$ cat src/rtl/spim_pkg.sv
package spim_pkg;
  typedef enum logic [2:0] {
    OP_RD   = 3'd0,
    OP_WR   = 3'd1,
    OP_BRD  = 3'd2,
    OP_BWR  = 3'd3,
    OP_HCMD = 3'd4
  } spim_op_e;

  typedef enum logic [1:0] {
    S_IDLE,
    S_HDR,
    S_DATA,
    S_GAP
  } spim_state_e;
endpackage

$ cat src/rtl/spim_byte_eng.sv
// Shifts one byte in SPI mode 0, MSB first, with a programmable half period.
module spim_byte_eng #(
  parameter int HW = 8
) (
  input  logic          clk,
  input  logic          rst_n,
  input  logic [HW-1:0] half_cyc,
  input  logic          start,
  input  logic [7:0]    tx,
  input  logic          miso,
  output logic          sclk,
  output logic          mosi,
  output logic          busy,
  output logic          done,
  output logic [7:0]    rx
);
  localparam logic [HW-1:0] ONE = HW'(1);

  logic [HW-1:0] cnt;
  logic [2:0]    bitc;
  logic [7:0]    sh, rxs;

  always_ff @(posedge clk or negedge rst_n) begin
    if (!rst_n) begin
      busy <= 1'b0; sclk <= 1'b0; cnt <= '0; bitc <= '0;
      sh <= '0; rxs <= '0; rx <= '0; done <= 1'b0;
    end else begin
      done <= 1'b0;
      if (!busy) begin
        if (start) begin
          busy <= 1'b1; sh <= tx; cnt <= '0; bitc <= '0; sclk <= 1'b0;
        end
      end else if (cnt == half_cyc - ONE) begin
        cnt <= '0;
        if (!sclk) begin
          sclk <= 1'b1;
          rxs  <= {rxs[6:0], miso};
        end else begin
          sclk <= 1'b0;
          if (bitc == 3'd7) begin
            busy <= 1'b0;
            done <= 1'b1;
            rx   <= rxs;
          end else begin
            bitc <= bitc + 3'd1;
            sh   <= {sh[6:0], 1'b0};
          end
        end
      end else begin
        cnt <= cnt + ONE;
      end
    end
  end

  assign mosi = busy & sh[7];

  // data on MOSI is settled before the rising edge
  a_r1_mosi_stable_at_rise: assert property (@(posedge clk) disable iff (!rst_n)
    $rose(sclk) |-> $stable(mosi));
  // SCLK only toggles inside a byte
  a_r1_sclk_within_byte: assert property (@(posedge clk) disable iff (!rst_n)
    sclk |-> busy);
endmodule

$ cat src/rtl/spim_hdr.sv
// Selects the header byte for a given position and opcode.
module spim_hdr
  import spim_pkg::*;
#(
  parameter int ADDR_W = 22
) (
  input  spim_op_e          op,
  input  logic [ADDR_W-1:0] addr,
  input  logic [7:0]        cmd,
  input  logic [1:0]        idx,
  output logic [7:0]        hdr_byte,
  output logic [1:0]        last_idx
);
  logic [23:0] a24;
  assign a24 = {{(24-ADDR_W){1'b0}}, addr};

  always_comb begin
    hdr_byte = 8'h00;
    last_idx = 2'd2;
    unique case (op)
      OP_WR, OP_BWR: begin
        unique case (idx)
          2'd0:    hdr_byte = a24[23:16] | 8'h80;
          2'd1:    hdr_byte = a24[15:8];
          default: hdr_byte = a24[7:0];
        endcase
      end
      OP_RD, OP_BRD: begin
        last_idx = 2'd3;
        unique case (idx)
          2'd0:    hdr_byte = a24[23:16] & 8'h3F;
          2'd1:    hdr_byte = a24[15:8];
          2'd2:    hdr_byte = a24[7:0];
          default: hdr_byte = 8'h00;
        endcase
      end
      default: hdr_byte = (idx == 2'd0) ? cmd : 8'h00;
    endcase
  end
endmodule

$ cat src/rtl/spi_mem_master.sv
module spi_mem_master
  import spim_pkg::*;
#(
  parameter int              ADDR_W   = 22,
  parameter int              LEN_W    = 12,
  parameter int              HW       = 8,
  parameter logic [HW-1:0]   DIV_SLOW = 8'd10,
  parameter logic [HW-1:0]   DIV_FAST = 8'd2
) (
  input  logic              clk,
  input  logic              rst_n,
  input  logic              fast_sel,
  input  logic              req_valid,
  output logic              req_ready,
  input  logic [2:0]        req_op,
  input  logic [ADDR_W-1:0] req_addr,
  input  logic [LEN_W-1:0]  req_len,
  input  logic [31:0]       req_wdata,
  input  logic              bw_valid,
  output logic              bw_ready,
  input  logic [7:0]        bw_data,
  output logic              br_valid,
  input  logic              br_ready,
  output logic [7:0]        br_data,
  output logic              done,
  output logic [31:0]       rd_word,
  output logic              sclk,
  output logic              mosi,
  output logic              cs_n,
  input  logic              miso
);
  localparam logic [LEN_W-1:0] LEN_ONE  = LEN_W'(1);
  localparam logic [LEN_W-1:0] LEN_WORD = LEN_W'(4);
  localparam logic [HW:0]      GAP_ONE  = (HW+1)'(1);

  spim_state_e       st;
  spim_op_e          op_q;
  logic [ADDR_W-1:0] addr_q;
  logic [31:0]       wd_q;
  logic [HW-1:0]     half_q;
  logic [LEN_W-1:0]  rem;
  logic [1:0]        hidx, bidx;
  logic              infl;
  logic [HW:0]       gcnt;

  logic       eng_start, eng_busy, eng_done, data_ok;
  logic [7:0] eng_rx, tx_byte, hdr_byte;
  logic [1:0] hdr_last;

  spim_hdr #(.ADDR_W(ADDR_W)) i_hdr (
    .op(op_q), .addr(addr_q), .cmd(wd_q[7:0]), .idx(hidx),
    .hdr_byte(hdr_byte), .last_idx(hdr_last)
  );

  spim_byte_eng #(.HW(HW)) i_eng (
    .clk(clk), .rst_n(rst_n), .half_cyc(half_q), .start(eng_start),
    .tx(tx_byte), .miso(miso), .sclk(sclk), .mosi(mosi),
    .busy(eng_busy), .done(eng_done), .rx(eng_rx)
  );

  always_comb begin
    unique case (op_q)
      OP_BWR:  data_ok = bw_valid;
      OP_BRD:  data_ok = !br_valid || br_ready;
      default: data_ok = 1'b1;
    endcase
  end

  assign eng_start = !infl && ((st == S_HDR) || ((st == S_DATA) && data_ok));
  assign bw_ready  = (st == S_DATA) && (op_q == OP_BWR) && !infl && bw_valid;
  assign req_ready = (st == S_IDLE);

  always_comb begin
    if (st == S_HDR)          tx_byte = hdr_byte;
    else if (op_q == OP_WR)   tx_byte = wd_q[{bidx, 3'b000} +: 8];
    else if (op_q == OP_BWR)  tx_byte = bw_data;
    else                      tx_byte = 8'h00;
  end

  always_ff @(posedge clk or negedge rst_n) begin
    if (!rst_n) begin
      st <= S_IDLE; op_q <= OP_HCMD; addr_q <= '0; wd_q <= '0;
      half_q <= DIV_SLOW; rem <= '0; hidx <= '0; bidx <= '0;
      infl <= 1'b0; gcnt <= '0; cs_n <= 1'b1; done <= 1'b0;
      rd_word <= '0; br_valid <= 1'b0; br_data <= '0;
    end else begin
      done <= 1'b0;
      if (br_valid && br_ready) br_valid <= 1'b0;
      if (eng_start) infl <= 1'b1;
      unique case (st)
        S_IDLE: if (req_valid) begin
          op_q    <= (req_op > 3'd4) ? OP_HCMD : spim_op_e'(req_op);
          addr_q  <= req_addr;
          wd_q    <= req_wdata;
          half_q  <= fast_sel ? DIV_FAST : DIV_SLOW;
          rem     <= ((req_op == OP_RD || req_op == OP_WR) && req_len > LEN_WORD)
                     ? LEN_WORD : req_len;
          hidx    <= '0;
          bidx    <= '0;
          rd_word <= '0;
          cs_n    <= 1'b0;
          st      <= S_HDR;
        end
        S_HDR: if (eng_done) begin
          infl <= 1'b0;
          if (hidx == hdr_last) begin
            if (op_q == OP_HCMD || rem == '0) begin
              st <= S_GAP; cs_n <= 1'b1; done <= 1'b1; gcnt <= '0;
            end else begin
              st <= S_DATA;
            end
          end else begin
            hidx <= hidx + 2'd1;
          end
        end
        S_DATA: if (eng_done) begin
          infl <= 1'b0;
          rem  <= rem - LEN_ONE;
          bidx <= bidx + 2'd1;
          if (op_q == OP_RD) rd_word[{bidx, 3'b000} +: 8] <= eng_rx;
          if (op_q == OP_BRD) begin
            br_valid <= 1'b1;
            br_data  <= eng_rx;
          end
          if (rem == LEN_ONE) begin
            st <= S_GAP; cs_n <= 1'b1; done <= 1'b1; gcnt <= '0;
          end
        end
        default: begin
          gcnt <= gcnt + GAP_ONE;
          if (gcnt == {half_q, 1'b0} - GAP_ONE) st <= S_IDLE;
        end
      endcase
    end
  end

  // clock is parked low outside a frame
  a_r1_sclk_low_idle: assert property (@(posedge clk) disable iff (!rst_n)
    cs_n |-> !sclk);
  // requests are only taken with the slave deselected
  a_r10_accept_deselected: assert property (@(posedge clk) disable iff (!rst_n)
    req_ready |-> cs_n);
  // a taken write byte is launched at once
  a_r7_take_launches: assert property (@(posedge clk) disable iff (!rst_n)
    bw_ready |=> eng_busy);
  // a stalled read byte holds
  a_r8_hold_stalled: assert property (@(posedge clk) disable iff (!rst_n)
    (br_valid && !br_ready) |=> (br_valid && $stable(br_data)));
  // done marks the chip-select release
  a_r11_done_on_release: assert property (@(posedge clk) disable iff (!rst_n)
    done |-> (cs_n && $rose(cs_n)));
  // divider never zero during a frame
  a_r9_half_nonzero: assert property (@(posedge clk) disable iff (!rst_n)
    !cs_n |-> (half_q != '0));
endmodule

$ cat config.mk
export PLATFORM = sky130hd
export DESIGN_NAME = spi_mem_master
export DESIGN_NICKNAME = d
export VERILOG_FILES = /design/src/rtl/spim_pkg.sv /design/src/rtl/spim_byte_eng.sv /design/src/rtl/spim_hdr.sv /design/src/rtl/spi_mem_master.sv
export SDC_FILE = /design/constraint.sdc
export NUM_CORES = 1
export LEC_CHECK = 0
export ABC_AREA = 1
export BUFFER_PORTS_ARGS = -buffer_cell sky130_fd_sc_hd__clkbuf_2
export CAP_MARGIN = 10
export CORE_AREA = 2 2 150 152
export CTS_BUF_LIST = sky130_fd_sc_hd__clkbuf_4
export CTS_CLUSTER_SIZE = 25
export DETAILED_ROUTE_END_ITERATION = 8
export DIE_AREA = 0 0 152 154
export GPL_ROUTABILITY_DRIVEN = 0
export SLEW_MARGIN = 20
export SYNTH_ARGS = -nofsm -noshare
export SYNTH_HDL_FRONTEND = slang
export SYNTH_SLANG_ARGS = --single-unit
$ cat constraint.sdc
create_clock -name clk -period 4.85 [get_ports clk]
set_input_delay 0.2425 -clock clk [delete_from_list [all_inputs] [get_ports clk]]
set_output_delay 0.2425 -clock clk [all_outputs]
set_load 0.005 [all_outputs]
==> metrics.txt, run 1 <==
# TYPE chip_impl_metric gauge
chip_impl_metric{name="clock_skews",unit="ns"} 0.0234
chip_impl_metric{name="detailed_placement_hpwl",unit="um"} 15500
chip_impl_metric{name="maxSlewViolCount",unit=""} 0
chip_impl_metric{name="first_pass_iteration_count_of_the_detailed_router",unit=""} 5
chip_impl_metric{name="ys.warnings.count",unit=""} 0
chip_impl_metric{name="ios",unit=""} 131
chip_impl_metric{name="pwr-share-seq",unit="%"} 41.9
chip_impl_metric{name="fp.dieW",unit="um"} 152
chip_impl_metric{name="routed_via_density",unit=""} 4.82
chip_impl_metric{name="grt_pass1_wl",unit="um"} 37200
chip_impl_metric{name="drcViolationCount",unit=""} 0
chip_impl_metric{name="max_clock_freq",unit="MHz"} 319
chip_impl_metric{name="design.die.area",unit="sq mm"} 0.0234
chip_impl_metric{name="clk_path_buf_depth",unit=""} 2
chip_impl_metric{name="tritoncts.num_buffers",unit=""} 17
chip_impl_metric{name="setup_ws",unit="ns"} 1.72
chip_impl_metric{name="start_util",unit="%"} 39.5
chip_impl_metric{name="power.ir.vdd_worst",unit="V"} 0.000227
chip_impl_metric{name="hold_viol",unit=""} 0
chip_impl_metric{name="vias",unit=""} 7805
chip_impl_metric{name="placed_cells_incl_taps",unit=""} 1514
chip_impl_metric{name="timing.final.crit_share",unit="%"} 64.6
chip_impl_info{name="hold_path_class",value="in -> reg"} 1
chip_impl_metric{name="final_antenna_net_count",unit=""} 0
chip_impl_metric{name="power_per_cell_area",unit="mW/mm^2"} 480
chip_impl_metric{name="clock_latency",unit="ns"} 0.57
chip_impl_metric{name="fin_crit",unit="ns"} 3.13
chip_impl_metric{name="multi_input_combinational_cell_area",unit="sq mm"} 0.00383
chip_impl_info{name="worst_min_delay_path_startpoint",value="req_len[7]"} 1
chip_impl_metric{name="synth_seq_cells",unit=""} 167
chip_impl_metric{name="post_synth_edffs",unit=""} 0
chip_impl_info{name="status",value="completed"} 1
chip_impl_metric{name="worst_case_reg_to_reg_path_depth",unit=""} 6
chip_impl_metric{name="fin_cells",unit=""} 1618
chip_impl_metric{name="reg2reg_slack",unit="ns"} 1.87
chip_impl_metric{name="register_area",unit="sq mm"} 0.00418
chip_impl_metric{name="yosysSeqAreaShare",unit="%"} 48.8
chip_impl_metric{name="final_net_count",unit=""} 1429
chip_impl_metric{name="rows",unit=""} 54
chip_impl_metric{name="switching_share",unit="%"} 44.2
chip_impl_metric{name="route.final.wire_length",unit="um"} 22200
chip_impl_metric{name="antenna_found_initial",unit=""} 1
chip_impl_metric{name="grt_usage",unit="%"} 19.3
chip_impl_metric{name="tritoncts_num_sinks",unit=""} 167
chip_impl_info{name="critPathLaunch",value="st[0]"} 1
chip_impl_metric{name="switching_power",unit="mW"} 2.22
chip_impl_info{name="startpoint_type",value="flip-flop"} 1
chip_impl_info{name="critical_path.endpoint",value="bw_ready"} 1
chip_impl_metric{name="timing.critical_path.arrival",unit="ns"} 2.89
chip_impl_metric{name="tns",unit="ns"} 0
chip_impl_info{name="tritoncts",value="yes"} 1
chip_impl_metric{name="dp_worst_setup_slack",unit="ns"} 1.90
chip_impl_metric{name="area.growth.synth_to_final",unit="%"} 21.8
chip_impl_metric{name="clk_pin_slew_worst_paths",unit="ns"} 0.15
chip_impl_metric{name="final-setup-viol-count",unit=""} 0
chip_impl_metric{name="post-cts-setup-buffer-count",unit=""} 0
chip_impl_metric{name="syn_inst",unit=""} 1139
chip_impl_metric{name="p_int",unit="mW"} 2.80
chip_impl_info{name="end_kind",value="output pin"} 1
chip_impl_metric{name="syn_area_per_cell",unit="sq um"} 7.52
chip_impl_metric{name="synthesis.nets",unit=""} 1244
chip_impl_metric{name="maxSlewHeadroom",unit="%"} 35.2
chip_impl_metric{name="fraction_of_synthesis_flops_using_an_asynchronous_set_or_reset_pin",unit="%"} 100
chip_impl_metric{name="die_height",unit="um"} 154
chip_impl_metric{name="power_frac_comb",unit="%"} 41.1
chip_impl_metric{name="io_buffer_count",unit=""} 130
chip_impl_metric{name="wirelength_per_cell",unit="um"} 13.7
chip_impl_metric{name="synthesized_area",unit="sq mm"} 0.00857
chip_impl_metric{name="yosys_cell_types",unit=""} 37
chip_impl_metric{name="clockPowerShare",unit="%"} 16.9
chip_impl_metric{name="first_global_vias",unit=""} 7546
chip_impl_metric{name="grt_max_degree",unit=""} 90
chip_impl_metric{name="dr.first_iter.drc_count",unit=""} 506
chip_impl_metric{name="cts-htree-levels",unit=""} 4
chip_impl_metric{name="drive_gt1_share",unit="%"} 14.1
chip_impl_info{name="setup.worst_path.class",value="reg -> out"} 1
chip_impl_metric{name="placeable_area",unit="sq mm"} 0.0217
chip_impl_info{name="worst_r2r_endpoint",value="rd_word[22]"} 1
chip_impl_info{name="worst_r2r_startpoint",value="st[0]"} 1
chip_impl_metric{name="total_leakage_power",unit="nW"} 5.40
chip_impl_metric{name="worstPathRequired",unit="ns"} 4.61
chip_impl_info{name="ys.flop_type",value="dfrtp_1"} 1
chip_impl_metric{name="critical_path.max_fanout",unit=""} 21
chip_impl_info{name="rsz0062_at_grt",value="false"} 1
chip_impl_metric{name="worst_pin_slew",unit="ns"} 0.971
chip_impl_info{name="clock_tree.root_cell",value="clkbuf_4"} 1
chip_impl_metric{name="max_cap_viol_count",unit=""} 0
chip_impl_metric{name="overflow",unit=""} 0
chip_impl_metric{name="number_of_inserted_filler_cells_in_the_final_layout",unit=""} 2163
-- cell usage in the layout (no fill, tap or decap), types with 4 or more instances in the layout --
| master | count |
|---|---|
| nand4_1 | 8 |
| a21oi_1 | 20 |
| nand3_1 | 104 |
| clkbuf_4 | 18 |
| o21ai_0 | 68 |
| nand2_1 | 487 |
| inv_2 | 5 |
| clkbuf_2 | 129 |
| ha_1 | 21 |
| nor2_1 | 63 |
| inv_1 | 91 |
| dfrtp_1 | 164 |
| a22oi_1 | 4 |
| clkinv_1 | 5 |
| xor2_1 | 5 |
| buf_4 | 6 |
| dlygate4sd3_1 | 71 |
| o31ai_1 | 13 |
| nor3_1 | 7 |
-- per-stage QoR --
stage,area [sq um],hold slack (ns),utilization (%),power (mW)
6_report,10400,0.0357,48.1,5.01
5_1_grt,10400,0.0281,48.1,5.48
4_1_cts,10400,0.00420,48.1,5.04
3_5_place_dp,9440,0.394,43.5,4.14
3_3_place_gp,9440,0.394,43.5,4.11
2_1_floorplan,8570,-0.0531,-,3.62
-- timing repair --
item / in CTS / in global routing
hold buffers: 71 / 0
endpoints found under the hold margin: 153 / 0
gates resized for setup: 0 / 0
-- how the worst min path moves through the flow --
stage,end,slack [ns],cells after the start
after floorplan,addr_q[0],-0.05,0
after global placement,rd_word[24],0.39,1
after detailed placement,rd_word[28],0.39,1
after CTS,rem[7],0.004,5
after global routing,rem[7],0.03,5
final,rem[7],0.04,5
-- cells in the mapped netlist (3+ instances only) --
cell type | instances | share of area, %
a31oi_1 | 3 | 0.22
nand3_1 | 104 | 6.1
nand4_1 | 8 | 0.58
o22ai_1 | 3 | 0.22
dfrtp_1 | 164 | 48
o21ai_0 | 68 | 4.0
nor2_1 | 63 | 2.8
a21oi_4 | 3 | 0.57
o21ai_1 | 3 | 0.18
clkinv_1 | 3 | 0.13
dfstp_2 | 3 | 0.92
nand2_1 | 488 | 21
nand3b_1 | 3 | 0.26
inv_1 | 91 | 4.0
nor3_1 | 7 | 0.41
inv_2 | 5 | 0.22
buf_4 | 5 | 0.44
a21oi_1 | 20 | 1.2
buf_1 | 3 | 0.13
a22oi_1 | 4 | 0.35
ha_1 | 21 | 3.1
o31ai_1 | 13 | 1.1
xor2_1 | 5 | 0.51
clkbuf_1 | 23 | 1.0
buf_2 | 10 | 0.58
-- registers in the layout (all words and copies together), names as in the netlist, 3 cells and up --
name and cells:
i_eng.bitc 3, op_q 3, i_eng.cnt 8, rd_word 32, gcnt 9, wd_q 32, i_eng.sh 8, i_eng.rxs 8
rem 12, i_eng.rx 8, br_data 8, addr_q 22
-- routing by layer --
layer / vias up / track usage [%] / wire [um]
met3: 20 / 3.69 / 1070
met5: - / 0 / 0
li1: 3981 / - / -
met2: 199 / 30.7 / 10000
met4: 0 / 4.23 / 266
met1: 3605 / 27.5 / 10900
-- cell type report --
cell class / count / area share [%]
antenna: 1 / 0.0240
clock buffer: 18 / 1.29
clock inverter: 14 / 1.43
inverter: 99 / 3.56
multi-input combinational: 832 / 36.7
sequential: 167 / 40.1
tap: 280 / 3.36
timing repair buffer: 207 / 13.5
-- power groups by stage --
stage | clock, mW | combinational, mW | sequential [mW]
6_report | 0.848 | 2.06 | 2.10
5_1_grt | 0.930 | 2.38 | 2.16
4_1_cts | 0.867 | 2.07 | 2.10
3_5_place_dp | 0 | 2.02 | 2.13
3_3_place_gp | 0 | 1.98 | 2.12
2_1_floorplan | 0 | 1.60 | 2.02
-- worst max-delay path: stages (launching register included) --
cell	delay [ns]
dfrtp_1	0.45
inv_1	0.11
ha_1	0.80
nand2_1	0.20
nor4_1	0.53
clkbuf_2	0.23
-- cells by family after synthesis --
kind of cell             after synthesis  share of synthesized area (%)
buffers and inverters                140                           6.50
AO/OA/AOI/OAI                        120                           8.10
AND/OR/NAND/NOR                      684                           32.8
flip-flops                           167                           48.8
adder cells (fa/ha/maj)               21                           3.07
XOR/XNOR                               7                          0.715
Power figures use the tool's default switching activity.
==> inputs of run 2 (changes only) <==
Clock period 4.85 ns to 3.01 ns, I/O delays scaled along.
==> run 2 against run 1 <==
Sequential power grew 62%. Sequential cell count is the same. Cell count grew 0.68%. Via count shrank 0.27%. Critical path type unchanged.
==> metrics.txt, run 2 (synthesis results as in run 1) <==
# TYPE chip_impl_metric gauge
chip_impl_info{name="status",value="completed"} 1
chip_impl_info{name="clock_tree.root_cell",value="clkbuf_4"} 1
chip_impl_metric{name="tritoncts_num_sinks",unit=""} 167
chip_impl_info{name="startpoint_type",value="flip-flop"} 1
chip_impl_metric{name="total_leakage_power",unit="nW"} 5.47
chip_impl_metric{name="grt_usage",unit="%"} 19.3
chip_impl_metric{name="tns",unit="ns"} 0
chip_impl_metric{name="maxSlewViolCount",unit=""} 0
chip_impl_metric{name="overflow",unit=""} 0
chip_impl_metric{name="maxSlewHeadroom",unit="%"} 33.9
chip_impl_metric{name="switching_share",unit="%"} 44.0
chip_impl_metric{name="area.growth.synth_to_final",unit="%"} 23.5
chip_impl_metric{name="dp_worst_setup_slack",unit="ns"} 0.565
chip_impl_metric{name="hold_viol",unit=""} 0
chip_impl_metric{name="die_height",unit="um"} 154
chip_impl_metric{name="fp.dieW",unit="um"} 152
chip_impl_metric{name="post-cts-setup-buffer-count",unit=""} 0
chip_impl_metric{name="vias",unit=""} 7784
chip_impl_metric{name="timing.final.crit_share",unit="%"} 86.1
chip_impl_metric{name="cts-htree-levels",unit=""} 4
chip_impl_metric{name="wl_met2",unit="um"} 10000
chip_impl_info{name="hold_path_class",value="in -> reg"} 1
chip_impl_metric{name="drcViolationCount",unit=""} 0
chip_impl_metric{name="m1WireLength",unit="um"} 10900
chip_impl_metric{name="timing.critical_path.arrival",unit="ns"} 2.44
chip_impl_metric{name="fin_worst_hold_slack",unit="ns"} 0.0484
chip_impl_info{name="setup.worst_path.class",value="reg -> out"} 1
chip_impl_info{name="tritoncts",value="yes"} 1
chip_impl_info{name="layout_top_registers",value="rd_word (32), wd_q (32), addr_q (22)"} 1
chip_impl_metric{name="wirelength_per_cell",unit="um"} 13.6
chip_impl_metric{name="worstPathRequired",unit="ns"} 2.86
chip_impl_metric{name="route.final.wire_length",unit="um"} 22100
chip_impl_metric{name="critical_path.max_fanout",unit=""} 13
chip_impl_metric{name="clk_pin_slew_worst_paths",unit="ns"} 0.15
chip_impl_metric{name="rows",unit=""} 54
chip_impl_metric{name="grt_max_degree",unit=""} 86
chip_impl_metric{name="placeable_area",unit="sq mm"} 0.0217
chip_impl_metric{name="first_global_vias",unit=""} 7562
chip_impl_metric{name="clock_skews",unit="ns"} 0.0250
chip_impl_metric{name="final_net_count",unit=""} 1440
chip_impl_metric{name="detailed_placement_hpwl",unit="um"} 15800
chip_impl_metric{name="design.die.area",unit="sq mm"} 0.0234
chip_impl_metric{name="p_int",unit="mW"} 4.56
chip_impl_metric{name="fin_total_pwr",unit="mW"} 8.15
chip_impl_metric{name="grt_pass1_wl",unit="um"} 37000
chip_impl_metric{name="fin_crit",unit="ns"} 2.59
chip_impl_metric{name="max_clock_freq",unit="MHz"} 386
chip_impl_metric{name="setup_ws",unit="ns"} 0.419
chip_impl_info{name="final_cell_mix",value="nand2_1, dfrtp_1, clkbuf_2, nand3_1, inv_1"} 1
chip_impl_metric{name="routed_via_density",unit=""} 4.78
chip_impl_info{name="layout_commonest_cell",value="nand2_1"} 1
chip_impl_metric{name="clockPowerShare",unit="%"} 17.0
chip_impl_metric{name="start_util",unit="%"} 39.5
chip_impl_info{name="dr.max_layer_used",value="met4"} 1
chip_impl_metric{name="switching_power",unit="mW"} 3.58
chip_impl_metric{name="power_per_cell_area",unit="mW/mm^2"} 770
chip_impl_metric{name="first_pass_iteration_count_of_the_detailed_router",unit=""} 5
chip_impl_metric{name="power_frac_comb",unit="%"} 41.3
chip_impl_info{name="end_kind",value="output pin"} 1
chip_impl_metric{name="pwr-share-seq",unit="%"} 41.7
chip_impl_metric{name="power.ir.vdd_worst",unit="V"} 0.000398
chip_impl_metric{name="post-route-util",unit="%"} 48.8
chip_impl_metric{name="drive_gt1_share",unit="%"} 14.5
chip_impl_metric{name="worst_pin_slew",unit="ns"} 0.986
chip_impl_metric{name="io_buffer_count",unit=""} 130
chip_impl_metric{name="max_cap_viol_count",unit=""} 0
chip_impl_metric{name="clock_latency",unit="ns"} 0.58
chip_impl_metric{name="tritoncts.num_buffers",unit=""} 17
chip_impl_metric{name="final_antenna_net_count",unit=""} 0
chip_impl_metric{name="met3_wirelength",unit="um"} 878
chip_impl_metric{name="ios",unit=""} 131
chip_impl_metric{name="antenna_found_initial",unit=""} 1
chip_impl_metric{name="dr.first_iter.drc_count",unit=""} 456
chip_impl_metric{name="clk_path_buf_depth",unit=""} 2
chip_impl_metric{name="number_of_inserted_filler_cells_in_the_final_layout",unit=""} 2138
chip_impl_info{name="rsz0062_at_grt",value="false"} 1
chip_impl_metric{name="final-setup-viol-count",unit=""} 0
==> run 2: repair_timing <==
item / 4_1_cts / 5_1_grt
hold endpoints to repair: 155 / 0
hold buffers: 76 / 0
gates resized for setup: 0 / 0
==> run 2: critical path, cell delays in order, from the launching register on <==
cell and delay, ns:
dfrtp_1 0.44, inv_1 0.11, ha_1 0.47, nand2_1 0.19
nor4_1 0.44, clkbuf_2 0.22
==> run 2: final timing paths <==
check | cells after the start | startpoint | endpoint | slack, ns
max reg2reg | 8 | st[0] | op_q[0] | 0.56
min in group asynchronous | 2 | rst_n | rd_word[25] | 0.20
min reg2reg | 2 | cs_n | cs_n | 0.48
min | 7 | bw_data[1] | i_eng.sh[1] | 0.05
max in group asynchronous | 3 | rst_n | half_q[3] | 2.01
max | 5 | st[0] | bw_ready | 0.42
==> run 2: power by group through the flow <==
| stage | registers, mW | clock network, mW | logic (mW) |
|---|---|---|---|
| detailed placement | 3.43 | 0 | 3.29 |
| global placement | 3.42 | 0 | 3.24 |
| finish | 3.40 | 1.39 | 3.36 |
| global route | 3.50 | 1.53 | 3.92 |
| CTS | 3.39 | 1.43 | 3.38 |
| floorplan | 3.26 | 0 | 2.58 |
==> run 2: per-stage QoR <==
step | cell area, sq um | cells
6_report | 10600 | 1629
2_1_floorplan | 8570 | 1139
4_1_cts | 10600 | 1628
3_5_place_dp | 9520 | 1520
3_3_place_gp | 9520 | 1520
5_1_grt | 10600 | 1629
==> run 2: cell type report <==
cell class                 instances  area [sq um]  share of cell area [%]
clock inverter                    14           161                    1.53
timing repair buffer             218          1550                    14.6
inverter                          99           372                    3.51
sequential                       167          4180                    39.5
clock buffer                      18           135                    1.28
tap                              280           350                    3.31
antenna                            1          2.50                  0.0236
multi-input combinational        832          3830                    36.2
==> run 2: layer usage <==
metal,up-vias,track usage [%]
met2,182,30.1
met4,0,4.85
met5,-,0
li1,4024,-
met1,3556,27.7
met3,22,3.58
==> inputs of run 3 (changes only) <==
Settings changed: CELL_PAD_IN_SITES_DETAIL_PLACEMENT set to 2, CELL_PAD_IN_SITES_GLOBAL_PLACEMENT set to 2, CORE_AREA 2 2 150 152 to 2 2 158 160, DIE_AREA 0 0 152 154 to 0 0 160 162, PLACE_DENSITY_LB_ADDON set to 0.1, SLEW_MARGIN 20 to not set.
Clock period 3.01 ns to 3 ns, I/O delays scaled along.
==> run 3 against run 2 <==
Clock skew is 0.010 ns higher. Cell count increased by 2.8%. Critical path type unchanged. Via count rose by 6.3%. Core utilization down 4.8 points. Count of clock-buffer cells in the layout unchanged. Register-to-register slack lost 0.12 ns. First-iteration DRC count shrank 27%. Die area rose by 11%. Largest cell class unchanged. Sequential cell count unchanged.
==> metrics.txt, run 3 (synthesis results as in run 1) <==
# TYPE chip_impl_metric gauge
chip_impl_info{name="status",value="completed"} 1
chip_impl_metric{name="start_util",unit="%"} 35.6
chip_impl_metric{name="power_frac_comb",unit="%"} 43.5
chip_impl_info{name="setup.worst_path.class",value="reg -> out"} 1
chip_impl_metric{name="io_buffer_count",unit=""} 130
chip_impl_metric{name="reg2reg_slack",unit="ns"} 0.44
chip_impl_metric{name="tritoncts_num_sinks",unit=""} 167
chip_impl_metric{name="switching_power",unit="mW"} 3.98
chip_impl_metric{name="timing.critical_path.slowest_cell_delay",unit="ns"} 0.49
chip_impl_metric{name="routed_via_density",unit=""} 4.94
chip_impl_metric{name="globalRouteMet1Util",unit="%"} 30.2
chip_impl_metric{name="worst_pin_slew",unit="ns"} 0.762
chip_impl_metric{name="cts_resized",unit=""} 0
chip_impl_info{name="hold_path_class",value="in -> reg"} 1
chip_impl_metric{name="first_global_vias",unit=""} 9316
chip_impl_metric{name="critical_path_buf_inv_count",unit=""} 2
chip_impl_metric{name="timing.critical_path.arrival",unit="ns"} 2.49
chip_impl_metric{name="pwr-share-seq",unit="%"} 40.8
chip_impl_info{name="cpLargestDelayFamily",value="simple AND/OR/NAND/NOR gates"} 1
chip_impl_metric{name="dr.first_iter.drc_count",unit=""} 333
chip_impl_metric{name="drcViolationCount",unit=""} 0
chip_impl_metric{name="switching_share",unit="%"} 47.4
chip_impl_metric{name="route.final.wire_length",unit="um"} 29800
chip_impl_metric{name="rows",unit=""} 57
chip_impl_metric{name="detailed_placement_hpwl",unit="um"} 20500
chip_impl_metric{name="design.die.area",unit="sq mm"} 0.0259
chip_impl_metric{name="overflow",unit=""} 0
chip_impl_metric{name="max_cap_viol_count",unit=""} 0
chip_impl_metric{name="die_height",unit="um"} 162
chip_impl_metric{name="total_leakage_power",unit="nW"} 5.45
chip_impl_metric{name="placed_cells_incl_taps",unit=""} 1565
chip_impl_metric{name="grt_usage",unit="%"} 23.9
chip_impl_info{name="startpoint_type",value="flip-flop"} 1
chip_impl_metric{name="fin_crit",unit="ns"} 2.64
chip_impl_metric{name="clk_pin_slew_worst_paths",unit="ns"} 0.15
chip_impl_metric{name="final-setup-viol-count",unit=""} 0
chip_impl_info{name="layout_commonest_cell",value="nand2_1"} 1
chip_impl_info{name="clock_tree.root_cell",value="clkbuf_4"} 1
chip_impl_metric{name="first_pass_iteration_count_of_the_detailed_router",unit=""} 4
chip_impl_metric{name="worstPathRequired",unit="ns"} 2.85
chip_impl_metric{name="clock_skews",unit="ns"} 0.0353
chip_impl_metric{name="grt_pass1_wl",unit="um"} 49200
chip_impl_metric{name="hold_viol",unit=""} 0
chip_impl_metric{name="timing.final.crit_share",unit="%"} 87.9
chip_impl_metric{name="final_antenna_net_count",unit=""} 0
chip_impl_metric{name="met3_usage",unit="%"} 3.50
chip_impl_metric{name="wirelength_per_cell",unit="um"} 17.8
chip_impl_metric{name="area.growth.synth_to_final",unit="%"} 23.8
chip_impl_metric{name="maxSlewHeadroom",unit="%"} 49.0
chip_impl_metric{name="placeable_area",unit="sq mm"} 0.0241
chip_impl_metric{name="ios",unit=""} 131
chip_impl_metric{name="power.ir.vdd_worst",unit="V"} 0.000297
chip_impl_metric{name="fp.dieW",unit="um"} 160
chip_impl_info{name="crit_path_top_delay_cell",value="ha_1"} 1
chip_impl_info{name="final_cell_mix",value="nand2_1, dfrtp_1, clkbuf_2, nand3_1, inv_1"} 1
chip_impl_metric{name="fin_cells",unit=""} 1675
chip_impl_metric{name="antenna_found_initial",unit=""} 1
chip_impl_info{name="end_kind",value="output pin"} 1
chip_impl_metric{name="vias",unit=""} 8272
chip_impl_info{name="crit_chain",value="inv_1 -> ha_1 -> nand2_1 -> nor4_1 -> clkbuf_2"} 1
chip_impl_metric{name="drive_gt1_share",unit="%"} 14.6
chip_impl_metric{name="post-route-util",unit="%"} 44.0
chip_impl_metric{name="critical_path.max_fanout",unit=""} 14
chip_impl_metric{name="grt_max_degree",unit=""} 116
chip_impl_info{name="tritoncts",value="yes"} 1
chip_impl_info{name="layout_top_registers",value="rd_word (32), wd_q (32), addr_q (22)"} 1
chip_impl_metric{name="clk_path_buf_depth",unit=""} 2
chip_impl_metric{name="maxSlewViolCount",unit=""} 0
chip_impl_info{name="busiest_layer",value="met2"} 1
chip_impl_metric{name="power_per_cell_area",unit="mW/mm^2"} 792
chip_impl_metric{name="final_net_count",unit=""} 1442
chip_impl_metric{name="fin_total_pwr",unit="mW"} 8.40
chip_impl_metric{name="cts-htree-levels",unit=""} 4
chip_impl_metric{name="max_clock_freq",unit="MHz"} 379
chip_impl_metric{name="clockPowerShare",unit="%"} 15.8
chip_impl_metric{name="p_int",unit="mW"} 4.42
chip_impl_metric{name="grt.met2_usage",unit="%"} 43.3
chip_impl_metric{name="clock_latency",unit="ns"} 0.60
chip_impl_metric{name="tns",unit="ns"} 0
chip_impl_info{name="rsz0062_at_grt",value="false"} 1
chip_impl_metric{name="tritoncts.num_buffers",unit=""} 17
run 3: cell count changes in the layout (fill, tap and decap cells not counted):
cell           previous run  this run
clkinv_4                  2         1
inv_6                     6         4
dlygate4sd3_1            76        77
clkinv_2                  1         0
clkinv_8                  0         3
buf_4                     9        12
clkinvlp_4                0         3
buf_12                    3         1
bufinv_16                 2         0
run 3: timing repair:
item	4_1_cts	5_1_grt
hold endpoints to repair	237	0
hold buffers	77	0
buffers inserted	0	0
run 3: power by group through the flow:
stage / registers (mW) / logic [mW] / clock network (mW)
CTS: 3.42 / 3.68 / 1.37
detailed placement: 3.46 / 3.55 / 0
floorplan: 3.27 / 2.59 / 0
global route: 3.53 / 4.18 / 1.47
global placement: 3.43 / 3.39 / 0
finish: 3.42 / 3.65 / 1.33
run 3: layer usage:
metal  up-vias  part of all wire (%)
met4         0                   1.5
met2       127                    51
met1      4118                    46
met5         -                     0
li1       3996                     -
met3        31                   2.2
run 3: area by class of cell:
| class | instances | area (sq um) |
|---|---|---|
| Inverter | 99 | 372 |
| Clock inverter | 14 | 141 |
| Timing Repair Buffer | 220 | 1540 |
| Fill cell | 2841 | 13500 |
| Tap cell | 324 | 405 |
| Multi-Input combinational cell | 832 | 3830 |
| Clock buffer | 18 | 135 |
| Antenna cell | 1 | 2.50 |
| Sequential cell | 167 | 4180 |
run 3: path summary, 6_finish.rpt:
| check | startpoint | to | cells after the start |
|---|---|---|---|
| worst min-delay path | bw_data[1] | i_eng.sh[1] | 7 |
| worst max register to register | st[0] | op_q[1] | 8 |
| max in group asynchronous | rst_n | rem[7] | 3 |
| worst max-delay path | st[0] | bw_ready | 5 |
| min in group asynchronous | rst_n | rd_word[15] | 3 |
| worst min register to register | cs_n | cs_n | 2 |
run 3: worst reg2reg max path, cell delays in order, from the launching register on:
cell,delay (ns)
dfrtp_1,0.44
inv_1,0.11
ha_1,0.33
nand2_2,0.11
buf_4,0.52
nor2_1,0.19
nand2_1,0.09
dlygate4sd3_1,0.54
o21ai_0,0.09
run 3: through the flow:
stage | hold WS, ns | area, sq um | setup WS [ns]
6_report | 0.0659 | 10600 | 0.363
5_1_grt | 0.0631 | 10600 | 0.201
4_1_cts | 0.0307 | 10600 | 0.292
3_5_place_dp | -0.00131 | 9560 | 0.491
3_3_place_gp | -0.00102 | 9560 | 0.679
2_1_floorplan | -0.146 | 8570 | 0.956
